<file path="src/rtl/irqc_pkg.sv">
package irqc_pkg;
  localparam int PRIO_W   = 3;
  localparam int NUM_W    = 8;
  localparam int EXT_BASE = 16;

  typedef logic [PRIO_W-1:0] prio_t;

  // register word offsets
  localparam int OFS_ENA_SET  = 0;
  localparam int OFS_ENA_CLR  = 1;
  localparam int OFS_PEND_SET = 2;
  localparam int OFS_PEND_CLR = 3;
  localparam int OFS_ACTIVE   = 4;
  localparam int OFS_PRIO     = 8;
endpackage

</file>
<file path="src/rtl/irqc_src_bank.sv">
module irqc_src_bank
  import irqc_pkg::*;
#(
  parameter int N_SRC  = 8,
  parameter int ADDR_W = 6,
  parameter int DATA_W = 32
) (
  input  logic                    clk,
  input  logic                    rst_n,
  input  logic [N_SRC-1:0]        irq_in,
  input  logic                    reg_we,
  input  logic [ADDR_W-1:0]       reg_addr,
  input  logic [DATA_W-1:0]       reg_wdata,
  input  logic [N_SRC-1:0]        entry_clr,
  output logic [N_SRC-1:0]        en_q,
  output logic [N_SRC-1:0]        pend_q,
  output prio_t [N_SRC-1:0]       prio_q
);
  logic [N_SRC-1:0] irq_q;
  logic [N_SRC-1:0] rise;
  logic [N_SRC-1:0] wmask;
  logic [N_SRC-1:0] ena_set, ena_clr, pend_set, pend_clr;
  logic [N_SRC-1:0] prio_we;

  assign rise  = irq_in & ~irq_q;
  assign wmask = reg_wdata[N_SRC-1:0];

  assign ena_set  = (reg_we && reg_addr == ADDR_W'(OFS_ENA_SET))  ? wmask : '0;
  assign ena_clr  = (reg_we && reg_addr == ADDR_W'(OFS_ENA_CLR))  ? wmask : '0;
  assign pend_set = rise | ((reg_we && reg_addr == ADDR_W'(OFS_PEND_SET)) ? wmask : '0);
  assign pend_clr = entry_clr | ((reg_we && reg_addr == ADDR_W'(OFS_PEND_CLR)) ? wmask : '0);

  for (genvar k = 0; k < N_SRC; k++) begin : g_prio_we
    assign prio_we[k] = reg_we && (reg_addr == ADDR_W'(OFS_PRIO + k));
  end

  always_ff @(posedge clk) begin
    if (!rst_n) begin
      irq_q  <= '0;
      en_q   <= '0;
      pend_q <= '0;
      prio_q <= '0;
    end else begin
      irq_q  <= irq_in;
      en_q   <= (en_q | ena_set) & ~ena_clr;
      pend_q <= (pend_q & ~pend_clr) | pend_set;
      for (int k = 0; k < N_SRC; k++)
        if (prio_we[k]) prio_q[k] <= reg_wdata[PRIO_W-1:0];
    end
  end

  AST_PEND_STICKY: assert property (@(posedge clk) disable iff (!rst_n)
    1'b1 |=> (($past(pend_q & ~pend_clr) & ~pend_q) == '0));
  AST_PEND_CLEARED: assert property (@(posedge clk) disable iff (!rst_n)
    1'b1 |=> ((pend_q & $past(pend_clr & ~pend_set)) == '0));
endmodule

</file>
<file path="src/rtl/irqc_arbiter.sv">
module irqc_arbiter
  import irqc_pkg::*;
#(
  parameter int N_SRC = 8,
  localparam int IDX_W = $clog2(N_SRC)
) (
  input  logic [N_SRC-1:0]  cand,
  input  prio_t [N_SRC-1:0] prio,
  output logic              any,
  output logic [IDX_W-1:0]  win_idx,
  output prio_t             win_prio
);
  // scan from the top index down; "<=" lets a lower index win ties
  always_comb begin
    any      = 1'b0;
    win_idx  = '0;
    win_prio = '0;
    for (int i = N_SRC - 1; i >= 0; i--) begin
      if (cand[i] && (!any || prio[i] <= win_prio)) begin
        any      = 1'b1;
        win_idx  = IDX_W'(i);
        win_prio = prio[i];
      end
    end
  end
endmodule

</file>
<file path="src/rtl/irqc_active_stack.sv">
module irqc_active_stack
  import irqc_pkg::*;
#(
  parameter int N_SRC = 8,
  localparam int IDX_W = $clog2(N_SRC),
  localparam int DEPTH = 2 ** PRIO_W,
  localparam int PTR_W = $clog2(DEPTH),
  localparam int SP_W  = $clog2(DEPTH + 1)
) (
  input  logic              clk,
  input  logic              rst_n,
  input  logic              push,
  input  logic [IDX_W-1:0]  push_idx,
  input  prio_t             push_prio,
  input  logic              pop,
  output logic [PRIO_W:0]   run_prio,
  output logic [N_SRC-1:0]  active_q
);
  localparam logic [PRIO_W:0] IDLE = (PRIO_W+1)'(DEPTH);

  logic [IDX_W-1:0] idx_stk  [DEPTH];
  prio_t            prio_stk [DEPTH];
  logic [SP_W-1:0]  sp_q, sp_mid;
  logic [PTR_W-1:0] top_ptr;
  logic             do_pop;
  logic [N_SRC-1:0] pop_mask, push_mask;

  assign top_ptr  = PTR_W'(sp_q - 1'b1);
  assign do_pop   = pop && (sp_q != '0);
  assign sp_mid   = sp_q - SP_W'(do_pop);
  assign run_prio = (sp_q == '0) ? IDLE : {1'b0, prio_stk[top_ptr]};

  always_comb begin
    pop_mask  = '0;
    push_mask = '0;
    if (do_pop) pop_mask[idx_stk[top_ptr]] = 1'b1;
    if (push)   push_mask[push_idx]        = 1'b1;
  end

  always_ff @(posedge clk) begin
    if (!rst_n) begin
      sp_q     <= '0;
      active_q <= '0;
      for (int d = 0; d < DEPTH; d++) begin
        idx_stk[d]  <= '0;
        prio_stk[d] <= '0;
      end
    end else begin
      sp_q     <= sp_mid + SP_W'(push);
      active_q <= (active_q & ~pop_mask) | push_mask;
      if (push) begin
        idx_stk[PTR_W'(sp_mid)]  <= push_idx;
        prio_stk[PTR_W'(sp_mid)] <= push_prio;
      end
    end
  end

  AST_NO_OVERFLOW: assert property (@(posedge clk) disable iff (!rst_n)
    push |-> (sp_mid < SP_W'(DEPTH)));
  AST_PUSH_URGENT: assert property (@(posedge clk) disable iff (!rst_n)
    push |-> ({1'b0, push_prio} < run_prio));
  AST_RET_IDLE: assert property (@(posedge clk) disable iff (!rst_n)
    (pop && !push && sp_q == '0) |=> (active_q == '0));
endmodule

</file>
<file path="src/rtl/irqc_top.sv">
module irqc_top
  import irqc_pkg::*;
#(
  parameter int          N_SRC    = 8,
  parameter int          ADDR_W   = 6,
  parameter int          DATA_W   = 32,
  parameter logic [31:0] VEC_BASE = 32'h0000_0400,
  localparam int         IDX_W    = $clog2(N_SRC)
) (
  input  logic              clk,
  input  logic              rst_n,
  input  logic [N_SRC-1:0]  irq_in,
  input  logic              reg_we,
  input  logic [ADDR_W-1:0] reg_addr,
  input  logic [DATA_W-1:0] reg_wdata,
  output logic [DATA_W-1:0] reg_rdata,
  output logic              exc_req,
  output logic [NUM_W-1:0]  exc_num,
  output logic [31:0]       exc_vec,
  input  logic              core_ack,
  input  logic              exc_ret
);
  logic [N_SRC-1:0] en_q, pend_q, active_q, cand, entry_clr;
  prio_t [N_SRC-1:0] prio_q;
  logic              any;
  logic [IDX_W-1:0]  win_idx;
  prio_t             win_prio;
  logic [PRIO_W:0]   run_prio;
  logic              entry;

  irqc_src_bank #(.N_SRC(N_SRC), .ADDR_W(ADDR_W), .DATA_W(DATA_W)) u_bank (
    .clk(clk), .rst_n(rst_n), .irq_in(irq_in),
    .reg_we(reg_we), .reg_addr(reg_addr), .reg_wdata(reg_wdata),
    .entry_clr(entry_clr), .en_q(en_q), .pend_q(pend_q), .prio_q(prio_q)
  );

  assign cand = en_q & pend_q;

  irqc_arbiter #(.N_SRC(N_SRC)) u_arb (
    .cand(cand), .prio(prio_q), .any(any), .win_idx(win_idx), .win_prio(win_prio)
  );

  irqc_active_stack #(.N_SRC(N_SRC)) u_stack (
    .clk(clk), .rst_n(rst_n), .push(entry), .push_idx(win_idx),
    .push_prio(win_prio), .pop(exc_ret), .run_prio(run_prio), .active_q(active_q)
  );

  assign exc_req = any && ({1'b0, win_prio} < run_prio);
  assign exc_num = NUM_W'(EXT_BASE) + NUM_W'(win_idx);
  assign exc_vec = VEC_BASE + {22'd0, exc_num, 2'b00};
  assign entry   = exc_req && core_ack;

  always_comb begin
    entry_clr = '0;
    if (entry) entry_clr[win_idx] = 1'b1;
  end

  always_comb begin
    reg_rdata = '0;
    case (reg_addr)
      ADDR_W'(OFS_ENA_SET), ADDR_W'(OFS_ENA_CLR):   reg_rdata = DATA_W'(en_q);
      ADDR_W'(OFS_PEND_SET), ADDR_W'(OFS_PEND_CLR): reg_rdata = DATA_W'(pend_q);
      ADDR_W'(OFS_ACTIVE):                          reg_rdata = DATA_W'(active_q);
      default: begin
        for (int k = 0; k < N_SRC; k++)
          if (reg_addr == ADDR_W'(OFS_PRIO + k)) reg_rdata = DATA_W'(prio_q[k]);
      end
    endcase
  end

  AST_REQ_LIVE: assert property (@(posedge clk) disable iff (!rst_n)
    exc_req |-> (en_q[win_idx] && pend_q[win_idx]));
  AST_ACK_IDLE: assert property (@(posedge clk) disable iff (!rst_n)
    (core_ack && !exc_req && !exc_ret) |=> (active_q == $past(active_q)));
endmodule

</file>
<file path="config.mk">
export PLATFORM = sky130hd
export DESIGN_NAME = irqc_top
export DESIGN_NICKNAME = d
export VERILOG_FILES = /design/src/rtl/irqc_pkg.sv /design/src/rtl/irqc_src_bank.sv /design/src/rtl/irqc_arbiter.sv /design/src/rtl/irqc_active_stack.sv /design/src/rtl/irqc_top.sv
export SDC_FILE = /design/constraint.sdc
export NUM_CORES = 1
export LEC_CHECK = 0
export ABC_AREA = 1
export BUFFER_PORTS_ARGS = -buffer_cell sky130_fd_sc_hd__buf_4
export CAP_MARGIN = 20
export CORE_ASPECT_RATIO = 1.1
export CORE_MARGIN = 10
export CORE_UTILIZATION = 39
export CTS_BUF_LIST = sky130_fd_sc_hd__clkbuf_16
export DETAILED_ROUTE_END_ITERATION = 6
export HOLD_SLACK_MARGIN = 0.05
export PLACE_DENSITY = 0.68
export SETUP_SLACK_MARGIN = 0.3
export SYNTH_ARGS = -nofsm -noshare
export SYNTH_HDL_FRONTEND = slang
export SYNTH_SLANG_ARGS = --single-unit
export TNS_END_PERCENT = 10
</file>
<file path="constraint.sdc">
create_clock -name clk -period 10.96 [get_ports clk]
set_clock_uncertainty 0.1 [all_clocks]
set_input_delay 1.096 -clock clk [delete_from_list [all_inputs] [get_ports clk]]
set_output_delay 1.096 -clock clk [all_outputs]
set_load 0.005 [all_outputs]
</file>
==> flow_results.org <==
** Status
- Result of the run :: completed

** Power
- The share of total power dissipated in the clock network is 0.272.
- For this design the static power due to leakage is 3.19 nW.
- Internal :: 0.000741 W
- IR analysis of the VDD net gives a maximum drop of 83.3 uV.
- The share of total power dissipated in combinational logic is 0.359.
- Switch share :: 0.396
- Of the total power, registers draw 0.369.
- Dividing total power by cell area gives a power density of 164 nW/um^2.
- Net switching component of the power :: 0.000486 W
- Overall power consumption after layout is estimated at 0.00123 W.

** Yosys
- Synthesis instantiated 41 different standard cells from the library.
- Yosys attributes the largest share of cell area to sky130_fd_sc_hd__edfxtp_1 21%, sky130_fd_sc_hd__dfxtp_1 18%, sky130_fd_sc_hd__nand2_1 7.0%.
- Number of standard cells after synthesis :: 846
- Share of the synthesized area in the top cell type :: 0.212
- Synthesis-stage register bit count :: 108
- Warnings, synthesis :: 0
- Mean area per synthesized cell :: 8.04 um^2
- The synthesized design spends more area on one cell type than any other, namely sky130_fd_sc_hd__edfxtp_1.
- The share of the Yosys chip area taken by registers is 0.389.
- The cell area that synthesis handed to floorplanning was 6800 um^2.

** Setup path
- The worst setup path is captured at an output pin.
- Setup CP Type :: reg -> out
- Data on the critical path is required at its endpoint by 9.76 ns.
- Critical Path Slowest Stage Cell :: sky130_fd_sc_hd__dfxtp_1
- The endpoint identified for the worst register-to-register timing path is u_stack.idx_stk[7][1].
- Setup slack on the worst reg-to-reg path comes out at 1.39 ns.
- STA classifies the critical path startpoint as a flop.
- In this design, the stage delay of the slowest critical-path cell is 0.37 ns.
- CP arrival :: 8.80 ns
- The worst register-to-register path begins at u_bank.en_q[7].
- Logic depth of the worst register-to-register path :: 60
- Of all nets on the critical path, the largest fanout is 9.

** Drt
- For this run, design rule violations remaining after detail routing come to 0.
- Routed wire per std cell :: 15.7 um
- The routed layout has 5638 vias.
- DRC marker count from the first detailed-route iteration :: 337
- After detailed routing, the number of vias per cell comes to 5.02.
- Router iterations before antenna repair :: 5
- The detail route stage leaves a number of antenna-violating nets equal to 0.
- Summed over all layers, the routed wires come to 17600 um.

** GRT
- The initial antenna violation count came to 0.
- Across every metal layer, demand over resource in global routing totals 0.151.
- GR Layer Usage met3 :: 0.0361
- Entering global routing, the biggest net connects 40 pins.
- Most heavily used metal layer in global routing :: met2
- First-pass GRT wire length :: 28600 um
- Summed over all layers, the global routing overflow is 0.
- Met2 track demand over resource :: 0.257
- Via count of the first global-routing pass :: 5574
- Global routing usage on met1 :: 0.178

** Die
- After floorplanning, the core was divided into 50 placement rows.
- In this run the count of I/O pins placed on the die edge is 124.
- Starting utilization of the core area :: 0.398
- Overall die width :: 146 um
- Total die area :: 23100 um^2
- Core box area :: 17100 um^2
- Die height :: 158 um

** Clocking
- TritonCTS created 9 clock buffers.
- CTS Root Buffer Type :: sky130_fd_sc_hd__clkbuf_16
- Insertion delay of the later-clocked pin in the worst-skew pair :: 0.35 ns
- Clk slew on worst S/H paths :: 0.06 ns
- Hold repair after CTS inserted 0 buffers.
- Maximum clock insertion buffer count :: 2
- The tree built by TritonCTS fans out to 108 sinks.
- The clock tree synthesis step divided the H-tree into 3 levels.
- TritonCTS built the clock tree.

** Finish
- In the final layout, the share of cells above drive strength 1 is 0.179.
- The number of antenna diodes in the final layout is 0.
- After the last flow step, the layout net total stands at 963.
- Area grow syn2layout :: 10.0%

** STA
- Setup violations remaining at the end of the flow were counted as 0.
- F_max :: 100 MHz
- For the pin with the worst max-slew slack, the measured transition is 1.09 ns.
- Setup repair after global routing left no endpoint under its margin.
- Worst rel slew slack :: 0.266
- Final-report max-slew violation count :: 0
- Final count of hold timing violations :: 0
- Adding up every negative setup slack in the final design gives 0 ns.
- After layout, the minimum clock period comes to 9.99 ns.
- Dividing the final minimum period by the clock period gives 0.912.

** Min path
- Worst min-delay path startpoint :: u_stack.active_q[6]
- Class of the most critical hold timing path :: reg -> reg
- Counting instances, the worst hold path has a depth of 2.
- The worst hold path terminates at u_stack.active_q[6].

** Placement
- Port buffering added 41 buffers.
- At the end of routability-driven placement, the weighted congestion stood at 0.859.
- After legalization and detailed placement, the total HPWL measured 13200 um.

** Flow run
- Number of violations of the max-capacitance limit :: 0
-- layout by cell type, fill, tap and decap left out, types with 16 or more instances in the layout --
cell type                  netlist  layout
sky130_fd_sc_hd__inv_1          93      94
sky130_fd_sc_hd__conb_1          2      58
sky130_fd_sc_hd__ha_1           28      28
sky130_fd_sc_hd__a21oi_1        62      62
sky130_fd_sc_hd__dfxtp_1        60      60
sky130_fd_sc_hd__nand3_1        28      28
sky130_fd_sc_hd__buf_4          61      61
sky130_fd_sc_hd__edfxtp_1       48      48
sky130_fd_sc_hd__nor3_1         16      16
sky130_fd_sc_hd__nor2_1         69      68
sky130_fd_sc_hd__o21ai_0        73      72
sky130_fd_sc_hd__nor3_2         41      41
sky130_fd_sc_hd__nand2_1       127     124
-- power groups by stage --
stage	logic (W)	registers [W]	clock network, W
floorplan	0.000338	0.000450	0
global placement	0.000420	0.000461	0
detailed placement	0.000423	0.000462	0
CTS	0.000427	0.000453	0.000337
global route	0.000496	0.000456	0.000349
finish	0.000440	0.000453	0.000333
-- how the worst max path moves through the flow --
stage	startpoint	end	slack, ns	cells after the start
finish	u_bank.en_q[7]	exc_req	0.97	60
CTS	u_bank.en_q[7]	exc_req	0.55	58
detailed placement	u_bank.en_q[7]	exc_req	0.96	58
floorplan	u_bank.en_q[7]	u_stack.idx_stk[5][0]	2.14	61
global route	u_bank.en_q[7]	exc_req	0.25	63
global placement	u_bank.en_q[7]	u_stack.idx_stk[7][0]	1.09	60
-- logic make-up (layout without fill, tap and decap cells) --
kind of cell	Yosys count	after routing	share of synthesized area
AO/OA/AOI/OAI	196	196	0.167
other	2	58	0.00110
adder cells (fa/ha/maj)	28	28	0.0515
buffers and inverters	188	174	0.144
AND/OR/NAND/NOR	320	320	0.243
flip-flops	108	108	0.389
XOR/XNOR	4	4	0.00515
-- area by class of cell --
cell class	instances	area (um^2)
Fill cell	1718	9600
Clock buffer	9	225
Sequential cell	108	2640
Multi-Input combinational cell	606	3430
Timing Repair Buffer	61	458
Inverter	98	368
Tap cell	234	293
Clock inverter	6	71.3
-- synth_stat cells --
cell type	count
sky130_fd_sc_hd__nor2_1	69
sky130_fd_sc_hd__o221ai_1	2
sky130_fd_sc_hd__a21oi_2	1
sky130_fd_sc_hd__xor2_1	3
sky130_fd_sc_hd__buf_1	3
sky130_fd_sc_hd__clkbuf_1	18
sky130_fd_sc_hd__a21oi_1	62
sky130_fd_sc_hd__inv_2	5
sky130_fd_sc_hd__nor3_1	16
sky130_fd_sc_hd__nand3_1	28
sky130_fd_sc_hd__buf_4	61
sky130_fd_sc_hd__nand2_1	127
sky130_fd_sc_hd__nor2_4	2
sky130_fd_sc_hd__o21ai_0	73
sky130_fd_sc_hd__ha_1	28
sky130_fd_sc_hd__nor2_2	1
sky130_fd_sc_hd__o21a_1	1
sky130_fd_sc_hd__a21boi_0	1
sky130_fd_sc_hd__or2_2	1
sky130_fd_sc_hd__buf_2	3
sky130_fd_sc_hd__o21ai_1	5
sky130_fd_sc_hd__a221oi_1	2
sky130_fd_sc_hd__and2_1	4
sky130_fd_sc_hd__nand3_2	4
sky130_fd_sc_hd__a311oi_1	6
sky130_fd_sc_hd__inv_1	93
sky130_fd_sc_hd__nand4_1	12
sky130_fd_sc_hd__dfxtp_1	60
sky130_fd_sc_hd__a31oi_1	1
sky130_fd_sc_hd__edfxtp_1	48
sky130_fd_sc_hd__conb_1	2
sky130_fd_sc_hd__xnor2_1	1
sky130_fd_sc_hd__nand2_2	12
sky130_fd_sc_hd__a22oi_1	12
sky130_fd_sc_hd__nor3_2	41
sky130_fd_sc_hd__o221ai_2	1
sky130_fd_sc_hd__o211ai_1	11
sky130_fd_sc_hd__nand2_4	3
sky130_fd_sc_hd__o22ai_1	10
sky130_fd_sc_hd__buf_6	5
sky130_fd_sc_hd__o21ai_2	8
-- through the flow --
stage          std cells  worst slack [ns]  area [um^2]  hold slack, ns  utilization
2_1_floorplan        902              2.14         7010           0.344            -
3_3_place_gp        1100              1.09         7100           0.363        0.416
3_5_place_dp        1100             0.956         7100           0.371        0.416
4_1_cts             1115             0.546         7400           0.383        0.433
5_1_grt             1122             0.250         7480           0.401        0.438
6_report            1122             0.967         7480           0.381        0.438
-- critical path: cells and delay by family, from the launching register on --
| kind | cells | cell delay (ns) |
|---|---|---|
| AND/OR/NAND/NOR | 25 | 2.54 |
| buffers and inverters | 7 | 0.56 |
| flip-flops | 1 | 0.37 |
| AO/OA/AOI/OAI | 20 | 2.67 |
| adder cells (fa/ha/maj) | 8 | 2.33 |
-- flip-flops by register name (all words and copies together), names as in the netlist --
signal and cells:
u_bank.prio_q 24, u_stack.idx_stk 24, u_stack.prio_stk 24, u_bank.en_q 8, u_bank.irq_q 8, u_bank.pend_q 8, u_stack.active_q 8, u_stack.sp_q 4
-- routing by layer --
| metal | vias up | share of wire |
|---|---|---|
| met4 | 0 | 0.028 |
| met3 | 24 | 0.064 |
| met1 | 2613 | 0.43 |
| li1 | 2842 | - |
| met5 | - | 0 |
| met2 | 159 | 0.48 |
-- what timing repair did --
action                     4_1_cts  5_1_grt
setup buffers                    0        7
setup endpoints to repair        0       81
gates resized for setup          0        8
Power figures use the tool's default switching activity.
